$ cat src/rtl/cdiv_pkg.sv
`timescale 1ns/1ps
package cdiv_pkg;

    typedef enum logic [1:0] {
        MODE_OFF  = 2'b00,
        MODE_SLOW = 2'b01,
        MODE_TEST = 2'b10,
        MODE_FAST = 2'b11
    } cdiv_mode_e;

    typedef struct packed {
        logic cpu;
        logic pci;
    } cdiv_wave_s;

    function automatic cdiv_mode_e decode_mode(input logic sel, input logic fs);
        case ({sel, fs})
            2'b01:   return MODE_SLOW;
            2'b10:   return MODE_TEST;
            2'b11:   return MODE_FAST;
            default: return MODE_OFF;
        endcase
    endfunction

    function automatic logic counts_source(input cdiv_mode_e m);
        return (m == MODE_SLOW) || (m == MODE_FAST);
    endfunction

endpackage

$ cat src/rtl/cdiv_mode_ctrl.sv
`timescale 1ns/1ps
module cdiv_mode_ctrl
    import cdiv_pkg::*;
(
    input  logic       clk,
    input  logic       rst,
    input  logic       sel,
    input  logic       fs,
    output cdiv_mode_e mode_q,
    output logic       restart
);
    cdiv_mode_e mode_d;

    always_comb begin
        mode_d  = decode_mode(sel, fs);
        restart = (mode_d != mode_q);
    end

    always_ff @(posedge clk) begin
        if (rst) mode_q <= MODE_OFF;
        else     mode_q <= mode_d;
    end
endmodule

$ cat src/rtl/cdiv_phase_ctr.sv
`timescale 1ns/1ps
module cdiv_phase_ctr #(
    parameter int PCI_DIV = 6,
    localparam int PW = $clog2(PCI_DIV)
) (
    input  logic          clk,
    input  logic          rst,
    input  logic          clear,
    input  logic          advance,
    output logic [PW-1:0] phase
);
    localparam logic [PW-1:0] LAST = PW'(PCI_DIV - 1);

    always_ff @(posedge clk) begin
        if (rst || clear)   phase <= '0;
        else if (advance)   phase <= (phase == LAST) ? '0 : phase + 1'b1;
    end
endmodule

$ cat src/rtl/cdiv_input_path.sv
`timescale 1ns/1ps
module cdiv_input_path (
    input  logic clk,
    input  logic rst,
    input  logic xtal_in,
    input  logic test_clk,
    output logic xtal_q,
    output logic tclk_q,
    output logic tclk_rise
);
    logic tclk_prev;

    always_ff @(posedge clk) begin
        if (rst) begin
            xtal_q    <= 1'b0;
            tclk_q    <= 1'b0;
            tclk_prev <= 1'b0;
        end else begin
            xtal_q    <= xtal_in;
            tclk_q    <= test_clk;
            tclk_prev <= tclk_q;
        end
    end

    assign tclk_rise = tclk_q & ~tclk_prev;
endmodule

$ cat src/rtl/cdiv_wave.sv
`timescale 1ns/1ps
module cdiv_wave
    import cdiv_pkg::*;
#(
    parameter int FAST_DIV = 2,
    parameter int SLOW_DIV = 3,
    parameter int PCI_DIV  = 6,
    localparam int PW = $clog2(PCI_DIV)
) (
    input  cdiv_mode_e    mode,
    input  logic [PW-1:0] phase,
    output cdiv_wave_s    wave
);
    localparam int PCI_HIGH = PCI_DIV / 2;

    always_comb begin
        wave = '0;
        case (mode)
            MODE_FAST, MODE_TEST: begin
                wave.cpu = ((32'(phase) % FAST_DIV) == 0);
                wave.pci = (32'(phase) < PCI_HIGH);
            end
            MODE_SLOW: begin
                wave.cpu = ((32'(phase) % SLOW_DIV) == 0);
                wave.pci = (32'(phase) < PCI_HIGH);
            end
            default: wave = '0;
        endcase
    end
endmodule

$ cat src/rtl/cdiv_top.sv
`timescale 1ns/1ps
module cdiv_top
    import cdiv_pkg::*;
#(
    parameter int NUM_CPU  = 2,
    parameter int NUM_PCI  = 5,
    parameter int FAST_DIV = 2,
    parameter int SLOW_DIV = 3,
    parameter int PCI_DIV  = 6
) (
    input  logic               clk,
    input  logic               rst,
    input  logic               sel_fast,
    input  logic               fs_sel,
    input  logic               xtal_in,
    input  logic               test_clk,
    output logic [NUM_CPU-1:0] cpu_clk,
    output logic [NUM_PCI-1:0] pci_clk,
    output logic               pci_free,
    output logic               ref_out,
    output logic               out_hiz
);
    localparam int PW = $clog2(PCI_DIV);

    cdiv_mode_e    mode_q;
    logic          restart;
    logic          xtal_q, tclk_q, tclk_rise;
    logic          ctr_clear, ctr_adv;
    logic [PW-1:0] phase;
    cdiv_wave_s    wave;

    cdiv_mode_ctrl u_mode (
        .clk(clk), .rst(rst), .sel(sel_fast), .fs(fs_sel),
        .mode_q(mode_q), .restart(restart)
    );

    cdiv_input_path u_in (
        .clk(clk), .rst(rst), .xtal_in(xtal_in), .test_clk(test_clk),
        .xtal_q(xtal_q), .tclk_q(tclk_q), .tclk_rise(tclk_rise)
    );

    always_comb begin
        ctr_clear = restart || (mode_q == MODE_OFF);
        ctr_adv   = counts_source(mode_q) || ((mode_q == MODE_TEST) && tclk_rise);
    end

    cdiv_phase_ctr #(.PCI_DIV(PCI_DIV)) u_ctr (
        .clk(clk), .rst(rst), .clear(ctr_clear), .advance(ctr_adv), .phase(phase)
    );

    cdiv_wave #(.FAST_DIV(FAST_DIV), .SLOW_DIV(SLOW_DIV), .PCI_DIV(PCI_DIV)) u_wave (
        .mode(mode_q), .phase(phase), .wave(wave)
    );

    for (genvar i = 0; i < NUM_CPU; i++) begin : g_cpu
        assign cpu_clk[i] = wave.cpu;
    end

    for (genvar j = 0; j < NUM_PCI; j++) begin : g_pci
        assign pci_clk[j] = wave.pci;
    end

    assign pci_free = wave.pci;
    assign out_hiz  = (mode_q == MODE_OFF);

    always_comb begin
        case (mode_q)
            MODE_TEST:            ref_out = tclk_q;
            MODE_SLOW, MODE_FAST: ref_out = xtal_q;
            default:              ref_out = 1'b0;
        endcase
    end
endmodule

$ cat config.mk
export PLATFORM = sky130hd
export DESIGN_NAME = cdiv_top
export DESIGN_NICKNAME = d
export VERILOG_FILES = /design/src/rtl/cdiv_pkg.sv /design/src/rtl/cdiv_mode_ctrl.sv /design/src/rtl/cdiv_phase_ctr.sv /design/src/rtl/cdiv_input_path.sv /design/src/rtl/cdiv_wave.sv /design/src/rtl/cdiv_top.sv
export SDC_FILE = /design/constraint.sdc
export NUM_CORES = 1
export LEC_CHECK = 0
export BUFFER_PORTS_ARGS = -buffer_cell sky130_fd_sc_hd__buf_4
export CAP_MARGIN = 40
export CORE_AREA = 2 2 39 41
export DETAILED_ROUTE_END_ITERATION = 8
export DIE_AREA = 0 0 41 43
export PLACE_DENSITY = 0.69
export SYNTH_ARGS = -nofsm -noshare
export SYNTH_HDL_FRONTEND = slang
export SYNTH_SLANG_ARGS = --single-unit
$ cat constraint.sdc
create_clock -name clk -period 1.9 [get_ports clk]
set_clock_uncertainty 0.1 [all_clocks]
set_input_delay 0.095 -clock clk [delete_from_list [all_inputs] [get_ports clk]]
set_output_delay 0.095 -clock clk [all_outputs]
set_load 0.02 [all_outputs]
==> out/qor.txt <==
RUN STATUS
---------------------------------------------------------------------------------
Outcome                                                              complete, but fails checks
Violated checks                                                      setup timing

DIE
---------------------------------------------------------------------------------
Y dimension of the die                                                      43 µm
Initial core utilization                                                    32.5%
Io pins                                                                        16
Core box area                                                         0.00138 mm²
Die width                                                                   41 µm
Area of the die                                                       0.00176 mm²
Cell row count                                                                 14

CELLS AND AREA
---------------------------------------------------------------------------------
Share of cells above drive strength 1                                       47.9%
Area delta synth->final                                                     60.7%
Diodes inserted                                                                 0
Commonest non-fill, non-tap cell in the layout                       sky130_fd_sc_hd__buf_4
Count of nets after finishing                                                  81
Most used cells in the layout excluding fill and tap cells           17 x sky130_fd_sc_hd__buf_4, 6 x sky130_fd_sc_hd__dfxtp_1, 5 x sky130_fd_sc_hd__nor2b_1, 5 x sky130_fd_sc_hd__dlygate4sd3_1
Fillers                                                                       135

YOSYS
---------------------------------------------------------------------------------
Post-Synthesis Net Count                                                       57
Number of distinct library cells after synthesis                               25
Main combinational cell family by area after synthesis               simple AND/OR/NAND/NOR gates
Synth top area share                                                        35.7%
Dominant cells by area after synthesis                               sky130_fd_sc_hd__dfxtp_1 36%, sky130_fd_sc_hd__buf_4 10%, sky130_fd_sc_hd__nor2b_1 9.7%
Total number of yosys warnings                                                  0
Post-Synthesis Cell Area                                                  449 µm²
Avg Inst Size Synth                                                      9.17 µm²
Most area-hungry cell type in the Yosys netlist                      sky130_fd_sc_hd__dfxtp_1
Post-synthesis cell count                                                      49
Mux contribution to synthesized area                                        2.23%
Flops & latches, synth                                                          8
Area share of fa/ha/maj cells after synthesis                               5.57%
Share of the synthesized area in compound gates (AO/OA/AOI/OAI)             10.9%
Sequential cell area fraction in the yosys report                           35.7%
Simple-gate portion of the synthesized area                                 30.9%
Post-synthesis share of cell area spent on xor and xnor gates               3.90%

GLOBAL ROUTE
---------------------------------------------------------------------------------
Largest net degree at the start of global routing                              10
GRT Util Overall                                                            11.7%
Global-route wire length before repair                                    1410 µm
Antenna violations before repair                                                0
Vias in the first global route                                                404
Overflow after GRT                                                              0

RUN
---------------------------------------------------------------------------------
Number of max-cap violations                                                    0

CLOCK TREE
---------------------------------------------------------------------------------
Max clock buf depth                                                             2
H-Tree Depth                                                                    1
Number of clock sinks seen by CTS                                               8
Clock tree from TritonCTS                                                   built
Clock latency of the later-clocked register in the worst-skew pair        0.24 ns
Clk slew on worst S/H paths                                               0.05 ns
Root buffer cell                                                     sky130_fd_sc_hd__clkbuf_4
Number of buffers added by the clock tree synthesis step                        3

SETUP PATH
---------------------------------------------------------------------------------
Capturing element type of the critical path                            output pin
Arrival time of data at the critical path endpoint                        1.74 ns
Crit-path max FO                                                                3
Worst Path Required                                                       1.70 ns
Kind of critical path                                                     reg2out
Startpoint Class                                                         register

PWR
---------------------------------------------------------------------------------
Largest voltage drop on the vdd net                                        303 µV
Pwr per Cell Area                                                      548 mW/mm²
Leakage                                                                  0.317 nW

PLACEMENT
---------------------------------------------------------------------------------
Worst slack after detailed placement                                    0.0907 ns
GPL Wtd Cong                                                                0.666
Number of port buffers                                                         15
Half-perimeter wire length after placement                                 616 µm

ROUTING
---------------------------------------------------------------------------------
Routed Wire Length                                                         883 µm
Number of iterations in the first detailed-routing pass                         2
Antenna-violating nets left                                                     0
Via count                                                                     415
DR DRC count                                                                    0
Number of vias per cell                                                      4.77
Drt initial violations                                                          1
Average wire per standard cell                                            10.1 µm

STA
---------------------------------------------------------------------------------
Setup violation total in the final timing report                                2
Final critical path time including I/O delays and setup                   1.93 ns
Slew at the pin closest to its max-slew limit                            0.587 ns
Sum of negative setup slack                                            -0.0682 ns
Final Cycle Share                                                            102%
Slew headroom                                                               60.6%
Unrepaired setup endpoints after global routing                               yes
Minimum setup slack in the final design                                -0.0345 ns
Number of pins with negative max-slew slack in the final report                 0
Achievable frequency                                                    0.517 GHz
Final hold violation count                                                      0

MIN PATH
---------------------------------------------------------------------------------
Worst hold path class                                                      in2reg

## synth_stat cells (all sizes together)
cell type  instances
a211oi             1
a21o               1
a21oi              2
a31oi              1
and3b              1
buf                6
conb               1
dfxtp              8
ha                 2
mux2i              1
nand2              3
nand3              1
nor2               2
nor2b              7
nor3               2
nor3b              1
nor4b              2
nor4bb             1
o21ai              2
or2                1
or3                1
xnor2              1
xor2               1
## state kept, by name, summed over array words and instances, names as in the netlist
signal,count
u_ctr.phase,3
u_in.tclk_prev,1
u_in.tclk_q,1
u_in.xtal_q,1
u_mode.mode_q,2
## final cells by class
cell class	count	area (µm²)	share of cell area, %
flip-flops and latches	8	165	22.9
repair buffers	25	211	29.3
well taps	16	20.0	2.77
clock buffers	3	22.5	3.12
multi-input cells	35	303	41.9
## per-layer routing
metal  global-route usage (%)  share of wire (%)  up-vias
li1                         -                  -      210
met1                     11.1                 37      189
met5                        0                  0        -
met4                     8.00                  0        0
met2                     20.9                 56       16
met3                     1.57                7.4        0
## worst paths after layout
check / start / end / slack (ns) / cells after the start
worst min register to register: u_in.tclk_q$_SDFF_PP0_ / u_in.tclk_prev$_SDFF_PP0_ / 0.39 / 1
worst max register to register: u_mode.mode_q[1]$_SDFF_PP0_ / u_ctr.phase[1]$_SDFFE_PP0P_ / 0.48 / 4
worst max-delay path: u_ctr.phase[1]$_SDFFE_PP0P_ / cpu_clk[1] / -0.03 / 8
worst min-delay path: fs_sel / u_ctr.phase[1]$_SDFFE_PP0P_ / 0.25 / 5
## worst max-delay path: stages (launching register included)
cell	delay (ns)
sky130_fd_sc_hd__dfxtp_2	0.33
sky130_fd_sc_hd__buf_6	0.12
sky130_fd_sc_hd__nor2b_4	0.10
sky130_fd_sc_hd__a21o_1	0.12
sky130_fd_sc_hd__ha_4	0.21
sky130_fd_sc_hd__nor4b_4	0.21
sky130_fd_sc_hd__nand3_2	0.12
sky130_fd_sc_hd__a21oi_4	0.16
sky130_fd_sc_hd__buf_6	0.13
## cell families (layout without fill, tap and decap cells)
family / after synthesis / after routing
AOI/OAI and AO/OA: 7 / 7
xor gates and xnor gates: 2 / 2
adders and majority gates: 2 / 2
buffers and inverters: 6 / 28
DFF: 8 / 8
muxes: 1 / 1
other: 1 / 1
and+or+nand+nor: 22 / 22
## stage by stage
stage	cell area [µm²]	power [mW]	hold WS, ns	util [%]	cells
final	722	0.396	0.253	52.2	87
after detailed placement	583	0.263	0.207	42.1	78
after CTS	693	0.401	0.252	50.1	87
after floorplan	465	0.239	0.0666	-	49
after global placement	583	0.262	0.204	42.1	78
after global routing	722	0.417	0.295	52.2	87
## where the power goes
group / leakage, nW / switching [mW] / internal (mW) / total (mW)
Sequential: 0.0671 / 0.00699 / 0.172 / 0.179
Clock: 0.0138 / 0.0507 / 0.0718 / 0.122
Combinational: 0.236 / 0.0446 / 0.0495 / 0.0941
## what timing repair did
item                                    in CTS  in global routing
hold buffers                                 5                  0
buffers inserted                             1                  0
resized for setup                            8                  4
pin swaps                                    2                  0
endpoints found under the setup margin       2                  8
endpoints found under the hold margin        5                  0
No activity file was read; power rests on OpenSTA's default activity.
